===== src/rtl/xcvr_pkg.sv =====
package xcvr_pkg;
  typedef enum logic {
    SIDE_A = 1'b0,
    SIDE_B = 1'b1
  } side_e;

  typedef enum logic {
    SRC_LIVE   = 1'b0,
    SRC_STORED = 1'b1
  } src_e;

  localparam int unsigned NUM_SIDES = 2;
endpackage


===== src/rtl/xcvr_edge_detect.sv =====
module xcvr_edge_detect #(
  parameter int unsigned N = 2
) (
  input  logic         clk,
  input  logic         rst_n,
  input  logic [N-1:0] strobe,
  output logic [N-1:0] rise
);
  logic [N-1:0] strobe_q;

  always_ff @(posedge clk or negedge rst_n) begin
    if (!rst_n) strobe_q <= '0;
    else        strobe_q <= strobe;
  end

  assign rise = strobe & ~strobe_q;
endmodule


===== src/rtl/xcvr_store_reg.sv =====
module xcvr_store_reg #(
  parameter int unsigned W = 8
) (
  input  logic         clk,
  input  logic         rst_n,
  input  logic         load,
  input  logic [W-1:0] d,
  output logic [W-1:0] q
);
  always_ff @(posedge clk or negedge rst_n) begin
    if (!rst_n)    q <= '0;
    else if (load) q <= d;
  end
endmodule


===== src/rtl/xcvr_drive_sel.sv =====
module xcvr_drive_sel
  import xcvr_pkg::*;
#(
  parameter int unsigned W = 8
) (
  input  logic         en,
  input  src_e         src,
  input  logic [W-1:0] live,
  input  logic [W-1:0] stored,
  output logic [W-1:0] out,
  output logic [W-1:0] oe
);
  logic [W-1:0] picked;

  always_comb begin
    picked = (src == SRC_STORED) ? stored : live;
    out    = en ? ~picked : '0;
    oe     = {W{en}};
  end
endmodule


===== src/rtl/xcvr_dual_register.sv =====
module xcvr_dual_register
  import xcvr_pkg::*;
#(
  parameter int unsigned W = 8
) (
  input  logic         clk,
  input  logic         rst_n,
  input  logic         oe_n,
  input  logic         dir_ab,
  input  logic         sel_ab,
  input  logic         sel_ba,
  input  logic         cap_a,
  input  logic         cap_b,
  input  logic [W-1:0] a_in,
  output logic [W-1:0] a_out,
  output logic [W-1:0] a_oe,
  input  logic [W-1:0] b_in,
  output logic [W-1:0] b_out,
  output logic [W-1:0] b_oe
);
  localparam int unsigned S = NUM_SIDES;

  logic [S-1:0]  rise;
  logic [W-1:0]  bus_in  [S];
  logic [W-1:0]  store   [S];
  logic [W-1:0]  drv_out [S];
  logic [W-1:0]  drv_oe  [S];
  logic [W-1:0]  store_a, store_b;

  assign bus_in[SIDE_A] = a_in;
  assign bus_in[SIDE_B] = b_in;

  xcvr_edge_detect #(.N(S)) u_edge (
    .clk    (clk),
    .rst_n  (rst_n),
    .strobe ({cap_b, cap_a}),
    .rise   (rise)
  );

  for (genvar k = 0; k < S; k++) begin : g_side
    localparam int unsigned OPP = S - 1 - k;
    logic en_k;
    src_e src_k;

    xcvr_store_reg #(.W(W)) u_store (
      .clk   (clk),
      .rst_n (rst_n),
      .load  (rise[k]),
      .d     (bus_in[k]),
      .q     (store[k])
    );

    if (k == int'(SIDE_B)) begin : g_b
      assign en_k  = !oe_n && dir_ab;
      assign src_k = src_e'(sel_ab);
    end else begin : g_a
      assign en_k  = !oe_n && !dir_ab;
      assign src_k = src_e'(sel_ba);
    end

    xcvr_drive_sel #(.W(W)) u_drive (
      .en     (en_k),
      .src    (src_k),
      .live   (bus_in[OPP]),
      .stored (store[OPP]),
      .out    (drv_out[k]),
      .oe     (drv_oe[k])
    );
  end

  assign store_a = store[SIDE_A];
  assign store_b = store[SIDE_B];
  assign a_out   = drv_out[SIDE_A];
  assign a_oe    = drv_oe[SIDE_A];
  assign b_out   = drv_out[SIDE_B];
  assign b_oe    = drv_oe[SIDE_B];
endmodule


===== config.mk =====
export PLATFORM = sky130hd
export DESIGN_NAME = xcvr_dual_register
export DESIGN_NICKNAME = d
export VERILOG_FILES = /design/src/rtl/xcvr_pkg.sv /design/src/rtl/xcvr_edge_detect.sv /design/src/rtl/xcvr_store_reg.sv /design/src/rtl/xcvr_drive_sel.sv /design/src/rtl/xcvr_dual_register.sv
export SDC_FILE = /design/constraint.sdc
export NUM_CORES = 1
export LEC_CHECK = 0
export ABC_AREA = 0
export BUFFER_PORTS_ARGS = -buffer_cell sky130_fd_sc_hd__clkbuf_2
export CORE_ASPECT_RATIO = 0.7
export CORE_MARGIN = 2
export CORE_UTILIZATION = 40
export DETAILED_ROUTE_END_ITERATION = 8
export PLACE_DENSITY = 0.78
export SYNTH_ARGS = -nofsm -noshare
export SYNTH_HDL_FRONTEND = slang
export SYNTH_SLANG_ARGS = --single-unit
export TNS_END_PERCENT = 50

===== constraint.sdc =====
create_clock -name clk -period 1.3 [get_ports clk]
set_input_delay 0.13 -clock clk [delete_from_list [all_inputs] [get_ports clk]]
set_output_delay 0.13 -clock clk [all_outputs]
set_load 0.05 [all_outputs]

-- After elaboration in Yosys (flattened, before gate mapping)
Cells that the tools add are included.
W data, S select, Z words.
- bits in registers: 18
- word-level logic and storage cells: 15
- mux-type cells: 4
- reductions and logical operators: 4
- bitwise gates (word level): 4
- operators by type and width (cell ; count):
    $mux W8 ; 4
    $not A8 Y8 ; 2
    $and A2 B2 Y2 ; 1
    $logic_and A1 B1 Y1 ; 2
    $logic_not A1 Y1 ; 2
    $not A2 Y2 ; 1

-- Longest topological paths before layout
Gate-level depths: netlist of run 1.
- depth in word-level cells: 3
- depth in mapped cells: 4
- gate-level depth less buffers: 2

-- Cells and area by module
Synthesis of run 1 repeated with hierarchy kept, for this count alone.
- cells, all modules: 90
- area total of the unflattened synthesis: 1156.1 um^2
- by module, submodules not included (module ; cells an instance ; times used ; area each (um^2)):
    xcvr_store_reg ; 17 ; 2 ; 331.6
    xcvr_drive_sel ; 25 ; 2 ; 201.4
    xcvr_edge_detect ; 4 ; 1 ; 77.6
    xcvr_dual_register ; 2 ; 1 ; 12.5

-- Worst setup path after synthesis of run 1
No wires, ideal clock.
- kind: input to output
- from: input oe_n
- to: output b_out[0]
- slack: -433 ps
- arrival: 1603 ps
- stages: 3
- cell sequence: nand2b_1 -> buf_2 -> a211oi_1
- cells in the longest elaborated chain, start to end: 3
- ends and longest elaborated chain (element ; line ; source):
    start, declared ; xcvr_dual_register.sv:8 ; input logic oe_n,
    $logic_not A1 Y1 ; xcvr_dual_register.sv:54 ; assign en_k = !oe_n && dir_ab;
    $logic_and A1 B1 Y1 ; xcvr_dual_register.sv:54 ;
    $mux W8 ; xcvr_drive_sel.sv:17 ; out = en ? ~picked : '0;
    end, declared ; xcvr_dual_register.sv:18 ; output logic [W-1:0] b_out,
Every way passes these cells.

-- Final worst setup path of run 1
- from: register g_side[0].u_store.q[6]
- to: output b_out[6]
- cells in the longest elaborated chain, start to end: 3
- ends and longest elaborated chain (element ; line ; source):
    start, declared ; xcvr_store_reg.sv:8 ; output logic [W-1:0] q
    start signal, assigned ; xcvr_store_reg.sv:11 ; if (!rst_n) q <= '0;
    start signal, assigned ; xcvr_store_reg.sv:12 ; else if (load) q <= d;
    $mux W8 ; xcvr_drive_sel.sv:16 ; picked = (src == SRC_STORED) ? stored : live;
    $not A8 Y8 ; xcvr_drive_sel.sv:17 ;
    $mux W8 ; xcvr_drive_sel.sv:17 ;
Every way passes these cells.

==> results.toml, run 1 <==
[synth]
post_synth_fa_ha_maj_area_fraction = 0
synth.area.mux_share = 0.204
synth.area.top_cells = "dfrtp_1 (38%), mux2_4 (20%), buf_4 (11%), a211oi_2 (8.5%), nor2b_1 (6.4%)"
synth_compound_gate_area_share = 0.136
syn-instance-count = 94
postSynthAreaPerCell_um2 = 12.5
synth.net_count = 118
synth.largest_area_cell = "dfrtp_1"
synth-seq-area-share = 0.383
synth.lib_cells_used.distinct = 13
synth_top_area_frac = 0.383
synth.yosys.warnings = 0
post_synth_and_or_nand_nor_area_fraction = 0.123
largest_family_of_logic_cells_by_synthesized_area = "multiplexers"
synth_xor_area_frac = 0
synthesis.area_um2 = 1180
synth.ff_latch_count = 18

[cts]
cts_max_path_buffers = 2
post_cts.repair.setup_buffers = 0
cts_max_level = 1
tritoncts.num_buffers = 3
clk_pin_slew_ns = 0.07
ctsRootBufferMaster = "clkbuf_8"
clock_sink_count = 18
cts_tree = "yes"
clock_latency_ns = 0.25

[worst_setup_path]
r2r_slack_ns = 0.29
worstSetupPathType = "reg -> out"
critical_path.startpoint_type = "flop"
critical_path_arrival_ns = 1.13
critPathMaxFanout = 2
worstSetupEndpointType = "output pin"
required_ns = 1.17

[sta]
sum_of_negative_setup_slack_ns = 0
finalSetupViolations = 0
final-hold-violation-count = 0
finalWorstSetupSlack_ns = 0.0350
tightest_slew_ns = 0.472
fin_crit_ns = 1.26
max_clock_skew_ns = 0.00552
timing.fmax_mhz = 791
final_worst_path_cycle_share = 0.973
maxSlewHeadroom = 0.686
maxSlewViolCount = 0
fin_hold_ws_ns = 0.0342
rsz_0062_raised_after_global_routing = "yes"

[final_layout]
insertedDiodeCount = 0
final_common_cell = "clkbuf_2"
n_fill_cell = 262
final_layout_size_suffix_gt1_frac = 0.719
area_delta_synth_final_pct = 28.4
layout_common_cells = "clkbuf_2 (31), dfrtp_1 (18), mux2_4 (16)"
num-nets-final = 160
finalInstanceArea_um2 = 1510

[placed_design]
hpwl_mm = 1.73
place.port_buffers = 55
detailedPlace.worstSlack_ns = -0.0321
detailed_place.area_um2 = 1350
place_congestion = 0.723

[pwr]
share_seq_of_total_power = 0.404
peakVddDrop_mv = 0.576
leakage_uw = 0.000762
power_density_nw_per_um2 = 1140
p_int_uw = 1140
combinational_fraction_of_design_power = 0.332
power.switching_fraction = 0.334
post-layout-total-power_uw = 1720
p_clk_frac = 0.264
reported_net_switching_power_uw = 572

[run_status]
status = "complete, no violations"

[worst_hold_path]
hp-class = "in -> reg"

[die]
die_area_um2 = 3400
placeableCoreArea_um2 = 2800
initial_utilization = 0.420
boundaryPins = 56
placement_rows = 16
chipHeight_um = 49.4
die_wd_um = 68.8

[global_route]
wire_length_of_the_first_global_routing_pass_mm = 3.82
globalRoute.totalOverflow = 0
vias_in_the_first_global_route = 813
pin_count_of_the_biggest_net_entering_global_routing = 19
antenna_violations_before_repair = 0
global_routing_usage_summed_across_all_routing_layers = 0.153

[drt]
antenna_left = 0
totalWireLength_mm = 2.41
detailedRoute.firstPassIterationCount = 4
drt-wirelength-per-cell_um = 14.1
dr_total_vias = 816
detail_route.vias_per_cell = 4.77
initialDrtViolationCount = 13
drc_errors = 0

[flow_run]
maxCapViolations = 0
-- critical path, cell delays in order, from the launching register on --
cell,delay [ns]
dfrtp_1,0.40
a211oi_2,0.24
buf_4,0.24
-- layout make-up --
| cell class | count | area, um2 | share of cell area |
|---|---|---|---|
| multi-input cells | 52 | 578 | 0.382 |
| flip-flops and latches | 18 | 450 | 0.298 |
| repair buffers | 59 | 375 | 0.248 |
| clock buffers | 4 | 55.1 | 0.0364 |
| well taps | 36 | 45.0 | 0.0298 |
| inverters | 2 | 7.51 | 0.00497 |
-- flip-flops by register name (all words and copies together) (netlist names) --
name              flops
g_side.u_store.q     16
u_edge.strobe_q       2
-- cells in the mapped netlist, drive strengths merged --
cell,number
and2b,4
inv,2
dfrtp,18
mux2,16
or2,1
nor2b,12
buf,22
a211oi,16
nand2b,3
-- logic make-up after synthesis --
kind of cell | after synthesis
multiplexers | 16
flip-flops | 18
AO/OA/AOI/OAI | 16
buffers and inverters | 24
AND/OR/NAND/NOR | 20
-- layer usage --
layer / GRT usage / routed length, um
met3: 0.0439 / 109
met5: 0 / 0
met2: 0.253 / 1230
met1: 0.188 / 1010
met4: 0.0523 / 63
-- what timing repair did --
item | CTS | global route
gates resized for setup | 23 | 27
hold endpoints to repair | 18 | 0
hold buffers | 1 | 0
endpoints found under the setup margin | 20 | 31
-- per-stage QoR --
step | util | instances
final | 0.539 | 171
after global routing | 0.539 | 171
after CTS | 0.527 | 171
after detailed placement | 0.480 | 166
after global placement | 0.480 | 166
after floorplan | - | 94
-- final timing paths --
kind,start,to,depth (start not counted)
setup reg to reg,u_edge.strobe_q[1],g_side[1].u_store.q[3],2
hold / removal,cap_b,u_edge.strobe_q[1],1
max in group asynchronous,rst_n,g_side[0].u_store.q[1],2
hold reg to reg,g_side[0].u_store.q[3],g_side[0].u_store.q[3],1
min in group asynchronous,rst_n,g_side[0].u_store.q[3],2
setup / recovery,g_side[0].u_store.q[6],b_out[6],2
-- power groups by stage --
stage | clock network (uW) | logic [uW] | registers, uW
after detailed placement | 0 | 533 | 695
final | 453 | 569 | 693
after CTS | 467 | 556 | 690
after global routing | 504 | 604 | 701
after floorplan | 0 | 452 | 682
after global placement | 0 | 520 | 693
No activity file was read; power rests on OpenSTA's default activity.
==> inputs of run 2 (changes only) <==
==> constraint.sdc (replaced) <==
create_clock -name clk -period 1.3 [get_ports clk]
set_input_delay 0.26 -clock clk [delete_from_list [all_inputs] [get_ports clk]]
set_output_delay 0.26 -clock clk [all_outputs]
set_load 0.05 [all_outputs]
==> run 2 against run 1 <==
The flow now finishes with violations (negative setup slack); register-to-register slack barely moved; routed wire length rose by 6.3%; maximum frequency fell by 12%; total power rose by 12%; count of clock-buffer cells in the layout did not move; via count rose by 2.7%; final area rose by 31%; critical path depth rose by 3; largest power group is now combinational logic; highest routed layer unchanged; worst hold slack improved by 0.14 ns; cell count rose by 3.5%.
==> results.toml, run 2 (same netlist as run 1, synthesis figures left out) <==
[run_status]
status = "complete, but fails checks"
violations = "negative setup slack"

[worst_setup_path]
worstSetupEndpointType = "output pin"
critPathMaxFanout = 6
required_ns = 1.04
critical_path_arrival_ns = 1.17
r2r_slack_ns = 0.30
rr_startpoint = "u_edge.strobe_q[1]"
critical_path.startpoint_type = "input pin"
timing.critical_path.max_delay_family = "buffers and inverters"
reg2reg_to = "g_side[1].u_store.q[7]"
worstPathBufferInverterCount = 3
master_of_the_slowest_instance_on_the_critical_path = "or2_4"
worstPathCellList = "buf_6, or2_4, buf_12, a211oi_4, buf_8"
worstSetupPathType = "in -> out"
rr_worst_depth = 2
critical_path.max_stage_delay_ns = 0.27

[sta]
maxSlewHeadroom = 0.708
finalWorstSetupSlack_ns = -0.133
max_clock_skew_ns = 0.00685
rsz_0062_raised_after_global_routing = "yes"
fin_crit_ns = 1.43
fin_hold_ws_ns = 0.173
sum_of_negative_setup_slack_ns = -1.91
final_worst_path_cycle_share = 1.10
finalSetupViolations = 32
final-hold-violation-count = 0
timing.fmax_mhz = 698
tightest_slew_ns = 0.438
maxSlewViolCount = 0

[pwr]
peakVddDrop_mv = 0.772
power_density_nw_per_um2 = 966
leakage_uw = 0.000880
post-layout-total-power_uw = 1910

[die]
initial_utilization = 0.420
placeableCoreArea_um2 = 2800
placement_rows = 16
die_wd_um = 68.8
die_area_um2 = 3400
boundaryPins = 56
chipHeight_um = 49.4

[final_layout]
num-nets-final = 166
layout.cells.non_filler = 177
area_delta_synth_final_pct = 68.3
layout_common_cells = "clkbuf_2 (21), buf_8 (20), dfrtp_1 (18)"
max_flop_register = "g_side.u_store.q"
sequential_standard_cell_area_um2 = 450
final_common_cell = "clkbuf_2"
multi_input_comb_area_um2 = 708
n_fill_cell = 177
final_layout_size_suffix_gt1_frac = 0.745
insertedDiodeCount = 0
reg_top3 = "g_side.u_store.q x16, u_edge.strobe_q x2"
max_reg_flops = 16

[global_route]
global_routing_usage_summed_across_all_routing_layers = 0.165
globalRoute.totalOverflow = 0
pin_count_of_the_biggest_net_entering_global_routing = 19
vias_in_the_first_global_route = 849
antenna_violations_before_repair = 0
wire_length_of_the_first_global_routing_pass_mm = 4.03

[cts]
ctsRootBufferMaster = "clkbuf_8"
clk_pin_slew_ns = 0.06
cts_tree = "yes"
cts_max_level = 1
clock_latency_ns = 0.25
clock_sink_count = 18
tritoncts.num_buffers = 3
cts_max_path_buffers = 2

[flow_run]
maxCapViolations = 0

[placed_design]
placedCellCount = 171
place_congestion = 0.734
detailedPlace.worstSlack_ns = -0.216
place.port_buffers = 55
hpwl_mm = 1.79

[drt]
totalWireLength_mm = 2.56
detail_route.vias_per_cell = 4.73
detailedRoute.firstPassIterationCount = 2
drc_errors = 0
drt-wirelength-per-cell_um = 14.5
initialDrtViolationCount = 11
antenna_left = 0
dr_total_vias = 838

[worst_hold_path]
min_from = "cap_b"
hp-class = "in -> reg"
endpoint_worst_hold = "u_edge.strobe_q[1]"
timing.hold.worst_path_depth = 1
## run 2: cell types whose count changed in the layout (fill, tap and decap cells not counted), sizes merged
cell,change
buf,+28
inv,-2
clkbuf,-22
clkinvlp,+2
## run 2: timing repair
| action | in CTS | in global routing |
|---|---|---|
| gates resized for setup | 54 | 33 |
| buffers inserted | 0 | 2 |
| pin swaps | 7 | 3 |
| endpoints found under the setup margin | 32 | 32 |
| endpoints found under the hold margin | 18 | 0 |
| hold buffers | 1 | 0 |
## run 2: final cells by class
class,count,share of cell area
flip-flops and latches,18,0.227
clock buffers,4,0.0278
multi-input cells,52,0.357
inverters,2,0.00758
well taps,36,0.0227
repair buffers,65,0.357
## run 2: how the worst max path moves through the flow
stage                      start  endpoint  depth (start not counted)
after floorplan             oe_n  a_out[0]                          3
after global placement      oe_n   a_oe[6]                          5
after detailed placement    oe_n  a_out[1]                          5
after CTS                   oe_n  a_out[1]                          5
after global routing      dir_ab  a_out[1]                          5
final                     dir_ab  a_out[1]                          5
## run 2: stage by stage
| step | instance area, um2 | util |
|---|---|---|
| floorplan | 1350 | - |
| global placement | 1640 | 0.586 |
| detailed placement | 1640 | 0.586 |
| CTS | 1930 | 0.688 |
| global route | 1980 | 0.707 |
| finish | 1980 | 0.707 |
## run 2: layer usage
metal / vias to the layer above / GRT usage / wire length, um
li1: 388 / - / -
met1: 415 / 0.198 / 990
met2: 31 / 0.288 / 1370
met3: 4 / 0.0439 / 165
met4: 0 / 0.0392 / 35
met5: - / 0 / 0
## run 2: power by group
part | leakage [uW] | internal (uW) | switching [uW]
sequential | 0.000211 | 637 | 79.8
combinational | 0.000640 | 366 | 393
clock | 0.0000288 | 269 | 170
==> inputs of run 3 (changes only) <==
- REMOVE_ABC_BUFFERS: not set -> 1
==> run 3 against run 2 <==
The flow still finishes with violations (negative setup slack); sequential cell count stayed put; worst setup slack improved by 0.057 ns; routed wire length increased by 31%; combinational power down 7.5%; largest cell class is now non-clock buffers; first-iteration DRC count rose to 3.7 times the previous value; non-clock buffer count did not move; critical path type is now reg -> out; sequential power down 2%.
==> results.toml, run 3 (same netlist as run 1, synthesis figures left out) <==
[pwr]
leakage_uw = 0.000872
combinational_fraction_of_design_power = 0.378
share_seq_of_total_power = 0.378
power_density_nw_per_um2 = 1010
p_clk_frac = 0.244
peakVddDrop_mv = 0.838
power.switching_fraction = 0.334
p_int_uw = 1230
reported_net_switching_power_uw = 620

[worst_setup_path]
r2r_slack_ns = 0.27
worstSetupEndpointType = "output pin"
rr_startpoint = "u_edge.strobe_q[0]"
critPathMaxFanout = 2
critical_path.startpoint_type = "flop"
worstPathCellList = "a211oi_2, clkbuf_8"
reg2reg_to = "g_side[0].u_store.q[5]"
timing.critical_path.max_delay_family = "flip-flops"
worstSetupPathType = "reg -> out"
worstSetupPathDepth = 2
worstPathBufferInverterCount = 1
worst_setup_path_endpoint = "b_out[3]"
rr_worst_depth = 2
critical_path.max_stage_delay_ns = 0.42
master_of_the_slowest_instance_on_the_critical_path = "dfrtp_1"
critical_path_arrival_ns = 1.12
required_ns = 1.04
setup.worst_path.start = "g_side[0].u_store.q[3]"

[sta]
fin_crit_ns = 1.38
rsz_0062_raised_after_global_routing = "yes"
final_worst_path_cycle_share = 1.06
max_clock_skew_ns = 0.0102
timing.fmax_mhz = 727
tightest_slew_ns = 0.462
sum_of_negative_setup_slack_ns = -0.829
final-hold-violation-count = 0
finalSetupViolations = 22
maxSlewHeadroom = 0.692
finalWorstSetupSlack_ns = -0.0751
fin_hold_ws_ns = 0.168
maxSlewViolCount = 0

[drt]
drt-wirelength-per-cell_um = 18.7
totalWireLength_mm = 3.35
detailedRoute.firstPassIterationCount = 4
drc_errors = 0
initialDrtViolationCount = 41
antenna_left = 0
dr_total_vias = 888
detail_route.vias_per_cell = 4.96

[flow_run]
maxCapViolations = 0

[run_status]
violations = "negative setup slack"
status = "complete, but fails checks"

[cts]
ctsRootBufferMaster = "clkbuf_8"
cts_tree = "yes"
cts_max_path_buffers = 2
clock_latency_ns = 0.26
clock_sink_count = 18
cts_max_level = 1
clk_pin_slew_ns = 0.07
tritoncts.num_buffers = 3

[final_layout]
insertedDiodeCount = 0
layout_common_cells = "clkbuf_8 (25), clkbuf_2 (22), dfrtp_1 (18)"
num-nets-final = 168
area_delta_synth_final_pct = 55.6
max_flop_register = "g_side.u_store.q"
n_fill_cell = 197
reg_top3 = "g_side.u_store.q x16, u_edge.strobe_q x2"
max_reg_flops = 16
final_common_cell = "clkbuf_8"
final_layout_size_suffix_gt1_frac = 0.755

[global_route]
global_routing_usage_summed_across_all_routing_layers = 0.189
wire_length_of_the_first_global_routing_pass_mm = 4.74
globalRoute.totalOverflow = 0
vias_in_the_first_global_route = 948
pin_count_of_the_biggest_net_entering_global_routing = 19
antenna_violations_before_repair = 0

[placed_design]
place.port_buffers = 55
hpwl_mm = 1.89
place_congestion = 0.698

[die]
chipHeight_um = 49.4
placement_rows = 16
die_area_um2 = 3400
die_wd_um = 68.8
placeableCoreArea_um2 = 2800
boundaryPins = 56
initial_utilization = 0.420

[worst_hold_path]
hp-class = "in -> reg"
[run 3: metal layers]
metal / routed length [um] / vias to the layer above / GRT usage
met1: 1350 / 458 / 0.243
met2: 1900 / 13 / 0.316
met3: 61 / 6 / 0.0485
li1: - / 411 / -
met5: 0 / - / 0
met4: 32 / 0 / 0.0425
[run 3: through the flow]
| step | std cells | setup WS [ns] | cell area, um2 | total power [uW] | util |
|---|---|---|---|---|---|
| floorplan | 72 | -1.91 | 1000 | 1070 | - |
| global placement | 167 | -0.256 | 1370 | 1230 | 0.488 |
| detailed placement | 167 | -0.307 | 1370 | 1240 | 0.488 |
| CTS | 174 | -0.115 | 1710 | 1800 | 0.612 |
| global route | 179 | -0.122 | 1830 | 1930 | 0.654 |
| finish | 179 | -0.0751 | 1830 | 1850 | 0.654 |
[run 3: repair_timing]
action	in CTS	in global routing
endpoints found under the hold margin	18	0
setup buffers	1	4
resized for setup	66	29
cloned	1	1
pin swaps	13	7
hold buffers	1	0
endpoints found under the setup margin	32	32
[run 3: worst min path at each step]
stage	from	to	slack (ns)	cells past startpoint
floorplan	rst_n	g_side[0].u_store.q[0]	-0.04	0
global placement	rst_n	g_side[0].u_store.q[2]	0.22	1
detailed placement	rst_n	g_side[0].u_store.q[2]	0.23	1
CTS	cap_b	u_edge.strobe_q[1]	0.16	1
global route	cap_b	u_edge.strobe_q[1]	0.16	1
finish	cap_b	u_edge.strobe_q[1]	0.17	1
[run 3: power groups by stage]
stage                     Clock (uW)  Sequential [uW]  Combinational [uW]
after global routing             496              707                 729
after CTS                        467              693                 640
after floorplan                    0              682                 390
after detailed placement           0              698                 539
after global placement             0              697                 529
final                            452              701                 701
[run 3: area by class of cell]
type,instances,area [um2],share of cell area
clock buffers,4,55.1,0.0301
multi-input cells,54,621,0.339
well taps,36,45.0,0.0246
flip-flops and latches,18,450,0.246
inverters,2,13.8,0.00751
repair buffers,65,647,0.353
